File: config.mk
export PLATFORM = sky130hd
export DESIGN_NAME = wdog_keyed
export DESIGN_NICKNAME = d
export VERILOG_FILES = /design/src/rtl/wdog_pkg.sv /design/src/rtl/wdog_key_seq.sv /design/src/rtl/wdog_tick_counter.sv /design/src/rtl/wdog_expiry_fsm.sv /design/src/rtl/wdog_keyed.sv
export SDC_FILE = /design/constraint.sdc
export NUM_CORES = 1
export LEC_CHECK = 0
export BUFFER_PORTS_ARGS = -buffer_cell sky130_fd_sc_hd__buf_2
export CAP_MARGIN = 20
export CORE_ASPECT_RATIO = 0.75
export CORE_MARGIN = 10
export CORE_UTILIZATION = 45
export CTS_CLUSTER_SIZE = 14
export DETAILED_ROUTE_END_ITERATION = 8
export PLACE_DENSITY = 0.68
export SYNTH_ARGS = -nofsm -noshare
export SYNTH_HDL_FRONTEND = slang
export SYNTH_SLANG_ARGS = --single-unit
File: constraint.sdc
create_clock -name clk -period 3.2 [get_ports clk]
set_input_delay 0.32 -clock clk [delete_from_list [all_inputs] [get_ports clk]]
set_output_delay 0.32 -clock clk [all_outputs]
set_load 0.1 [all_outputs]
File: src/rtl/wdog_pkg.sv
package wdog_pkg;

    localparam int          DATA_W      = 32;
    localparam int          ADDR_W      = 4;
    localparam logic [3:0]  CTRL_OFS    = 4'h0;
    localparam logic [3:0]  SVC_OFS     = 4'h4;
    localparam logic [31:0] KEY_FIRST   = 32'h0000_0123;
    localparam logic [31:0] KEY_SECOND  = 32'h0000_0321;
    localparam int          EN_BIT      = 24;
    localparam int          ACT_LSB     = 22;
    localparam int          TMO_LSB     = 20;

    typedef enum logic {
        KEY_IDLE,
        KEY_ARMED
    } key_state_e;

    typedef enum logic [1:0] {
        ACT_WATCH,
        ACT_IRQ,
        ACT_FIQ,
        ACT_RST
    } act_state_e;

    typedef enum logic [1:0] {
        CODE_IRQ     = 2'b00,
        CODE_FIQ     = 2'b01,
        CODE_RST     = 2'b10,
        CODE_RST_ALT = 2'b11
    } act_code_e;

endpackage

File: src/rtl/wdog_key_seq.sv
module wdog_key_seq
    import wdog_pkg::*;
(
    input  logic              clk,
    input  logic              rst_n,
    input  logic              svc_wr,
    input  logic [DATA_W-1:0] svc_data,
    output logic              svc_ok
);

    key_state_e state_q;
    key_state_e state_d;

    always_ff @(posedge clk or negedge rst_n) begin
        if (!rst_n) begin
            state_q <= KEY_IDLE;
        end else begin
            state_q <= state_d;
        end
    end

    always_comb begin
        state_d = state_q;
        svc_ok  = 1'b0;
        unique case (state_q)
            KEY_IDLE: begin
                if (svc_wr && svc_data == KEY_FIRST) begin
                    state_d = KEY_ARMED;
                end
            end
            KEY_ARMED: begin
                if (svc_wr) begin
                    if (svc_data == KEY_SECOND) begin
                        svc_ok  = 1'b1;
                        state_d = KEY_IDLE;
                    end else if (svc_data == KEY_FIRST) begin
                        state_d = KEY_ARMED;
                    end else begin
                        state_d = KEY_IDLE;
                    end
                end
            end
            default: state_d = KEY_IDLE;
        endcase
    end


    key_no_double_ok_chk: assert property (@(posedge clk) disable iff (!rst_n)
        svc_ok |=> !svc_ok);

endmodule

File: src/rtl/wdog_tick_counter.sv
module wdog_tick_counter #(
    parameter int TMO_BASE = 24
) (
    input  logic       clk,
    input  logic       rst_n,
    input  logic       en,
    input  logic [1:0] tsel,
    input  logic       restart,
    output logic       expire
);

    localparam int CNT_W = TMO_BASE + 6;

    logic [CNT_W-1:0] cnt_q;
    logic [CNT_W-1:0] limit_m1;
    logic             at_end;
    int               span;

    always_comb begin
        unique case (tsel)
            2'b00:   span = TMO_BASE;
            2'b01:   span = TMO_BASE + 2;
            2'b10:   span = TMO_BASE + 4;
            default: span = TMO_BASE + 5;
        endcase
        limit_m1 = (CNT_W'(1) << span) - CNT_W'(1);
        at_end   = (cnt_q >= limit_m1);
        expire   = en && at_end && !restart;
    end

    always_ff @(posedge clk or negedge rst_n) begin
        if (!rst_n) begin
            cnt_q <= '0;
        end else if (!en || restart || at_end) begin
            cnt_q <= '0;
        end else begin
            cnt_q <= cnt_q + CNT_W'(1);
        end
    end


    cnt_held_when_off_chk: assert property (@(posedge clk) disable iff (!rst_n)
        !en |=> cnt_q == '0);


    cnt_restart_chk: assert property (@(posedge clk) disable iff (!rst_n)
        (en && restart) |=> cnt_q == '0);

endmodule

File: src/rtl/wdog_expiry_fsm.sv
module wdog_expiry_fsm
    import wdog_pkg::*;
(
    input  logic       clk,
    input  logic       rst_n,
    input  logic       expire,
    input  logic [1:0] act_sel,
    input  logic       svc_ok,
    output logic       irq,
    output logic       fiq,
    output logic       rst_req
);

    act_state_e state_q;
    act_state_e state_d;

    always_ff @(posedge clk or negedge rst_n) begin
        if (!rst_n) begin
            state_q <= ACT_WATCH;
        end else begin
            state_q <= state_d;
        end
    end

    always_comb begin
        state_d = state_q;
        unique case (state_q)
            ACT_WATCH: begin
                if (expire) begin
                    case (act_code_e'(act_sel))
                        CODE_IRQ: state_d = ACT_IRQ;
                        CODE_FIQ: state_d = ACT_FIQ;
                        default:  state_d = ACT_RST;
                    endcase
                end
            end
            ACT_IRQ, ACT_FIQ: begin
                if (svc_ok) begin
                    state_d = ACT_WATCH;
                end
            end
            ACT_RST: state_d = ACT_WATCH;
            default: state_d = ACT_WATCH;
        endcase
    end

    always_comb begin
        irq     = (state_q == ACT_IRQ);
        fiq     = (state_q == ACT_FIQ);
        rst_req = (state_q == ACT_RST);
    end


    rst_single_pulse_chk: assert property (@(posedge clk) disable iff (!rst_n)
        rst_req |=> !rst_req);


    irq_hold_chk: assert property (@(posedge clk) disable iff (!rst_n)
        (irq && !svc_ok) |=> irq);


    fiq_hold_chk: assert property (@(posedge clk) disable iff (!rst_n)
        (fiq && !svc_ok) |=> fiq);


    one_action_chk: assert property (@(posedge clk) disable iff (!rst_n)
        $onehot0({irq, fiq, rst_req}));

endmodule

File: src/rtl/wdog_keyed.sv
module wdog_keyed
    import wdog_pkg::*;
#(
    parameter int TMO_BASE = 24
) (
    input  logic        clk,
    input  logic        rst_n,
    input  logic        wr_en,
    input  logic [3:0]  addr,
    input  logic [31:0] wdata,
    output logic [31:0] rdata,
    output logic        irq,
    output logic        fiq,
    output logic        rst_req
);

    logic [DATA_W-1:0] ctrl_q;
    logic              ctrl_wr;
    logic              svc_wr;
    logic              svc_ok;
    logic              expire;

    assign ctrl_wr = wr_en && (addr == CTRL_OFS);
    assign svc_wr  = wr_en && (addr == SVC_OFS);

    always_ff @(posedge clk or negedge rst_n) begin
        if (!rst_n) begin
            ctrl_q <= '0;
        end else if (ctrl_wr) begin
            ctrl_q <= wdata;
        end
    end

    assign rdata = (addr == CTRL_OFS) ? ctrl_q : '0;

    wdog_key_seq u_key (
        .clk      (clk),
        .rst_n    (rst_n),
        .svc_wr   (svc_wr),
        .svc_data (wdata),
        .svc_ok   (svc_ok)
    );

    wdog_tick_counter #(.TMO_BASE(TMO_BASE)) u_cnt (
        .clk     (clk),
        .rst_n   (rst_n),
        .en      (ctrl_q[EN_BIT]),
        .tsel    (ctrl_q[TMO_LSB +: 2]),
        .restart (svc_ok),
        .expire  (expire)
    );

    wdog_expiry_fsm u_act (
        .clk     (clk),
        .rst_n   (rst_n),
        .expire  (expire),
        .act_sel (ctrl_q[ACT_LSB +: 2]),
        .svc_ok  (svc_ok),
        .irq     (irq),
        .fiq     (fiq),
        .rst_req (rst_req)
    );


    expire_acts_chk: assert property (@(posedge clk) disable iff (!rst_n)
        expire |=> (irq || fiq || rst_req));


    svc_clears_pending_chk: assert property (@(posedge clk) disable iff (!rst_n)
        svc_ok |=> !(irq || fiq));

endmodule

==> flow_summary.yaml, run 1 <==
timing:
  fin_skew_ns: 0.009073
  worst_pin_slew_ns: 0.6787
  slew_headroom_pct: 54.41
  holdWs_ns: 0.2324
  setup_viol: 0
  finalSetupTns_ns: 0
  finalHoldViolCount: 0
  period_share_pct: 73.24
  fin_ws_ns: 0.8562
  grt_setup_unrepaired: "false"
  min_period_ns: 2.344
  finalMaxSlewViolations: 0
  fmax_mhz: 426.7
worst_setup_path:
  cpMostUsedCell: "a21o_1"
  required_ns: 3.45
  crit_family: "compound AO/OA/AOI/OAI gates"
  crit_type: "flip-flop to flip-flop"
  crit_buf_inv: 2
  cp_cell_sequence: "inv_1, ha_1, a21o_1, a21o_1, a211oi_1, o31a_1, nand3_1, buf_4, a21oi_1"
  path_max_fanout: 30
  cp-end-kind: "flip-flop"
  r2r-start: "ctrl_q[21]"
  reg2regPathDepth: 9
  crit_arrival_ns: 2.60
  worst_setup_path_start_kind: "flip-flop"
  startpoint: "ctrl_q[21]"
  cpMaxStageDelayCell: "dfrtp_1"
  crit_path_max_incr_delay_ns: 0.43
  crit_cells: 9
synth:
  synth.distinct_cells: 38
  synth_top_area_share_pct: 47.94
  synthTopCellsByArea: "dfrtp_1 (48%), mux2_2 (10%), and2_1 (6.5%)"
  avgSynthCellArea_sq_um: 10.88
  synth_ff_type: "dfrtp_1"
  ys_warn_count: 0
  synth_seq_cells: 65
  synth_largest_area_cell: "dfrtp_1"
  syn_nets: 363
  synth-async-reset-ratio_pct: 100.0
  synth_edf_count: 0
  synth_most_common_cell: "dfrtp_1"
  synthCells: 312
  ys_top_cells_by_count: "dfrtp_1 (65), nor2_1 (40), and2_1 (35)"
  syn_area_sq_um: 3393
  ys_seq_area_share_pct: 47.94
clocking:
  cts_inserted_buffers: 9
  clock-sinks: 65
  cts.path.max_buffers: 2
  h-tree-depth: 3
  cts_resized: 0
  postCtsSetupRepairBufs: 0
  cts_tree: "built"
  path_clk_slew_ns: 0.07
  clk-insertion-delay-late_ns: 0.34
  cts-root-buf: "clkbuf_8"
final_layout:
  fill_cells: 646
  drive_above_1_share_pct: 33.59
  antenna_cells: 0
  syn_to_final_growth_pct: 20.32
  fin_util_pct: 55.69
  fin_cells: 497
  nNetsFinal: 443
drt:
  routed_wl_um: 7559
  wl_per_cell_um: 15.21
  ant_nets: 0
  viasPerCell: 5.024
  firstDrtPassIters: 4
  vias: 2497
  drt_iter0_markers: 128
  drc: 0
flow_run:
  cap_violations: 0
placed_design:
  io_buffer_count: 73
  dp.cells: 481
  gp_congestion: 0.7927
  dp_hpwl_um: 5765
  post-place-ws_ns: 0.8605
power:
  leakagePower_nw: 1.981
  ir_drop_v: 0.0002220
  powerDensity_nw_per_um2: 490.5
global_route:
  grt_first_pass_wirelength_um: 12770
  grt_use_total_pct: 13.85
  overflow: 0
  grt_pass1_vias: 2521
  antenna_found_initial: 0
  grt_max_degree: 34
floorplan:
  die_area_sq_um: 11450
  core-area_sq_um: 7331
  die_h_um: 95.21
  row_count: 27
  start_util_pct: 46.29
  die_width_um: 120.3
  io_pins: 74
min_path:
  hold_path_depth: 2
  hp-start: "wdata[15]"
  min_path_type: "input port to flip-flop"
status:
  outcome: "completed"
power by group:
| group | total [mW] | leakage, nW | internal (mW) | switching, mW |
|---|---|---|---|---|
| registers | 0.977 | 0.852 | 0.923 | 0.0537 |
| logic | 0.327 | 1.03 | 0.127 | 0.199 |
| clock network | 0.699 | 0.0957 | 0.399 | 0.300 |
state kept, by name (all words and copies together), names as in the netlist:
name,count
u_key.state_q,1
ctrl_q,32
u_act.state_q,2
u_cnt.cnt_q,30
through the flow:
step	cell area [sq um]	power [mW]
2_1_floorplan	3393	1.217
3_3_place_gp	3876	1.312
3_5_place_dp	3876	1.325
4_1_cts	4083	2.034
5_1_grt	4083	2.111
6_report	4083	2.003
layer usage:
layer | track usage [%] | vias up | share of wire, %
met5 | 0 | - | 0
met4 | 4.810 | 0 | 1.5
met3 | 4.604 | 10 | 5.4
met2 | 21.98 | 50 | 45
met1 | 17.50 | 1203 | 48
li1 | - | 1234 | -
layout make-up:
| cell class | instances | area (sq um) | area share (%) |
|---|---|---|---|
| clock buffer | 13 | 158.9 | 3.892 |
| clock inverter | 2 | 37.54 | 0.9194 |
| inverter | 6 | 22.52 | 0.5516 |
| multi-input combinational | 231 | 1698 | 41.59 |
| sequential | 65 | 1627 | 39.84 |
| tap | 101 | 126.4 | 3.095 |
| timing repair buffer | 79 | 412.9 | 10.11 |
placed cells by master, fill, tap and decap left out, drive strengths merged, types with 2 or more instances in the layout:
cell / netlist / final
inv: 6 / 6
nor2: 40 / 40
mux2: 31 / 31
nand2: 15 / 15
and2b: 2 / 2
nor4: 8 / 8
ha: 12 / 12
and3: 8 / 8
a21o: 2 / 2
clkbuf: 4 / 13
nor4b: 5 / 5
buf: 6 / 78
nand3: 14 / 14
dfrtp: 65 / 65
and4: 2 / 2
o21ai: 4 / 4
mux2i: 2 / 2
nor3: 2 / 2
and2: 35 / 35
a21oi: 2 / 2
xor2: 19 / 19
xnor2: 8 / 8
nand4: 11 / 11
worst reg2reg max path, cell delays in order (launching register included):
cell and delay [ns]:
dfrtp_1 0.43, inv_1 0.09, ha_1 0.31, a21o_1 0.16
a21o_1 0.18, a211oi_1 0.29, o31a_1 0.29, nand3_1 0.10
buf_4 0.24, a21oi_1 0.18
logic make-up (layout without fill, tap and decap cells):
kind of cell	after synthesis	after routing	share of synthesized area, %
AOI/OAI and AO/OA	12	12	2.913
xor gates and xnor gates	27	27	6.969
adders and majority gates	12	12	4.425
buffers and inverters	16	100	2.286
DFF	65	65	47.94
muxes	33	33	10.88
other	1	1	0.1105
and+or+nand+nor	146	146	24.48
final timing paths:
check,to,slack [ns]
max,u_cnt.cnt_q[27],0.86
min,ctrl_q[15],0.23
max reg2reg,u_cnt.cnt_q[27],0.86
min reg2reg,u_cnt.cnt_q[0],0.46
max in group asynchronous,u_cnt.cnt_q[5],2.00
min in group asynchronous,ctrl_q[31],0.50
timing repair:
action,4_1_cts,5_1_grt
hold endpoints to repair,22,0
hold buffers,1,0
setup endpoints to repair,0,0
No activity file was read; power rests on OpenSTA's default activity.
==> inputs of run 2 (changes only) <==
- clock period: 3.2 -> 2.2 ns (I/O delays scaled with it)
==> run 2 against run 1 <==
  * Worst hold slack got worse by 0.10 ns
  * Non-clock buffer count rose by 3
  * First-iteration DRC count rose by 16%
  * Cell area rose by 7.1%
  * Largest cell class unchanged
==> flow_summary.yaml, run 2 (same netlist as run 1, synthesis figures left out) <==
status:
  outcome: "completed"
clocking:
  cts.path.max_buffers: 2
  cts_tree: "built"
  path_clk_slew_ns: 0.08
  cts_inserted_buffers: 9
  clock-sinks: 65
  cts-root-buf: "clkbuf_8"
  h-tree-depth: 3
  clk-insertion-delay-late_ns: 0.35
drt:
  drc: 0
  ant_nets: 0
  wl_per_cell_um: 15.90
  vias: 2531
  viasPerCell: 5.052
  firstDrtPassIters: 4
  routed_wl_um: 7964
  drt_iter0_markers: 149
power:
  ir_drop_v: 0.0003462
  powerDensity_nw_per_um2: 677.6
  leakagePower_nw: 2.043
worst_setup_path:
  endpoint: "u_cnt.cnt_q[17]"
  crit_type: "flip-flop to flip-flop"
  r2r-start: "ctrl_q[21]"
  worst-r2r-setup-slack_ns: 0.14
  reg2regPathDepth: 9
  crit_arrival_ns: 2.34
  worstReg2RegEnd: "u_cnt.cnt_q[17]"
  startpoint: "ctrl_q[21]"
  required_ns: 2.47
  path_max_fanout: 10
  cp-end-kind: "flip-flop"
  worst_setup_path_start_kind: "flip-flop"
final_layout:
  fin_util_pct: 59.63
  final_cell_mix: "dfrtp_1 (65), buf_2 (57), nor2_1 (38)"
  syn_to_final_growth_pct: 28.83
  final_common_cell: "dfrtp_1"
  drive_above_1_share_pct: 35.50
  regMostFlops: "ctrl_q"
  largestRegisters: "ctrl_q (32), u_cnt.cnt_q (30), u_act.state_q (2)"
  largest_register_ffs: 32
  nNetsFinal: 446
  antenna_cells: 0
placed_design:
  dp_hpwl_um: 5949
  gp_congestion: 0.7950
  post-place-ws_ns: 0.1099
  io_buffer_count: 73
floorplan:
  die_area_sq_um: 11450
  core-area_sq_um: 7331
  die_width_um: 120.3
  start_util_pct: 46.29
  die_h_um: 95.21
  row_count: 27
  io_pins: 74
timing:
  finalMaxSlewViolations: 0
  fin_ws_ns: 0.1359
  finalHoldViolCount: 0
  fmax_mhz: 484.5
  holdWs_ns: 0.1293
  finalSetupTns_ns: 0
  period_share_pct: 93.82
  fin_skew_ns: 0.009507
  setup_viol: 0
  min_period_ns: 2.064
global_route:
  grt_first_pass_wirelength_um: 13660
  grt_max_degree: 66
  overflow: 0
  grt_use_total_pct: 14.94
  antenna_found_initial: 0
  grt_pass1_vias: 2714
min_path:
  hold_path_depth: 2
  min_path_type: "input port to flip-flop"
flow_run:
  cap_violations: 0
==> run 2: cell count changes in the layout (fill, tap and decap cells not counted), sizes merged <==
cell | previous run | this run
buf | 78 | 81
clkinv | 0 | 3
clkbuf | 13 | 9
clkinvlp | 1 | 3
==> run 2: cell type report <==
cell class,instances,area (sq um)
fillers,627,2959
multi-input cells,231,1709
clock inverters,7,71.32
inverters,6,22.52
repair buffers,82,691.9
clock buffers,9,123.9
flip-flops and latches,65,1627
well taps,101,126.4
==> run 2: worst min-delay path by stage <==
| stage | start | end | slack [ns] |
|---|---|---|---|
| after global placement | rst_n | ctrl_q[28] | 0.26 |
| after detailed placement | rst_n | ctrl_q[29] | 0.27 |
| final | wdata[13] | ctrl_q[13] | 0.13 |
| after CTS | wdata[13] | ctrl_q[13] | 0.12 |
| after floorplan | rst_n | ctrl_q[0] | -0.08 |
| after global routing | wdata[13] | ctrl_q[13] | 0.12 |
==> run 2: routing by layer <==
layer  vias up  track usage, %  wire length [um]
met5         -               0                 0
met4         0           5.611               142
met3        12           5.018               433
met2        56           24.45              3779
met1      1220           18.10              3608
li1       1243               -                 -
==> run 2: critical path, cell delays in order (launching register included) <==
cell and delay [ns]:
dfrtp_1 0.41, inv_1 0.09, ha_1 0.31, a21o_1 0.16, a21o_1 0.17, a211oi_1 0.23, o31a_1 0.21, nand3_2 0.11
buf_4 0.19, nor2_1 0.12
==> run 2: what timing repair did <==
item,in CTS,in global routing
endpoints found under the setup margin,0,30
gates resized for setup,0,5
hold buffers,1,0
buffers inserted,0,1
endpoints found under the hold margin,65,0
==> run 2: power breakdown <==
part	switching, mW	internal [mW]	leakage [nW]	total, mW
combinational	0.303	0.226	1.10	0.528
clock	0.494	0.520	0.0912	1.01
sequential	0.0781	1.34	0.852	1.42
total	0.874	2.09	2.04	2.96
==> run 2: through the flow <==
| step | power, mW | cell area (sq um) | std cells |
|---|---|---|---|
| finish | 2.962 | 4372 | 501 |
| global route | 3.107 | 4372 | 501 |
| CTS | 2.979 | 4349 | 500 |
| detailed placement | 1.965 | 4144 | 483 |
| global placement | 1.932 | 4144 | 483 |
| floorplan | 1.770 | 3393 | 312 |
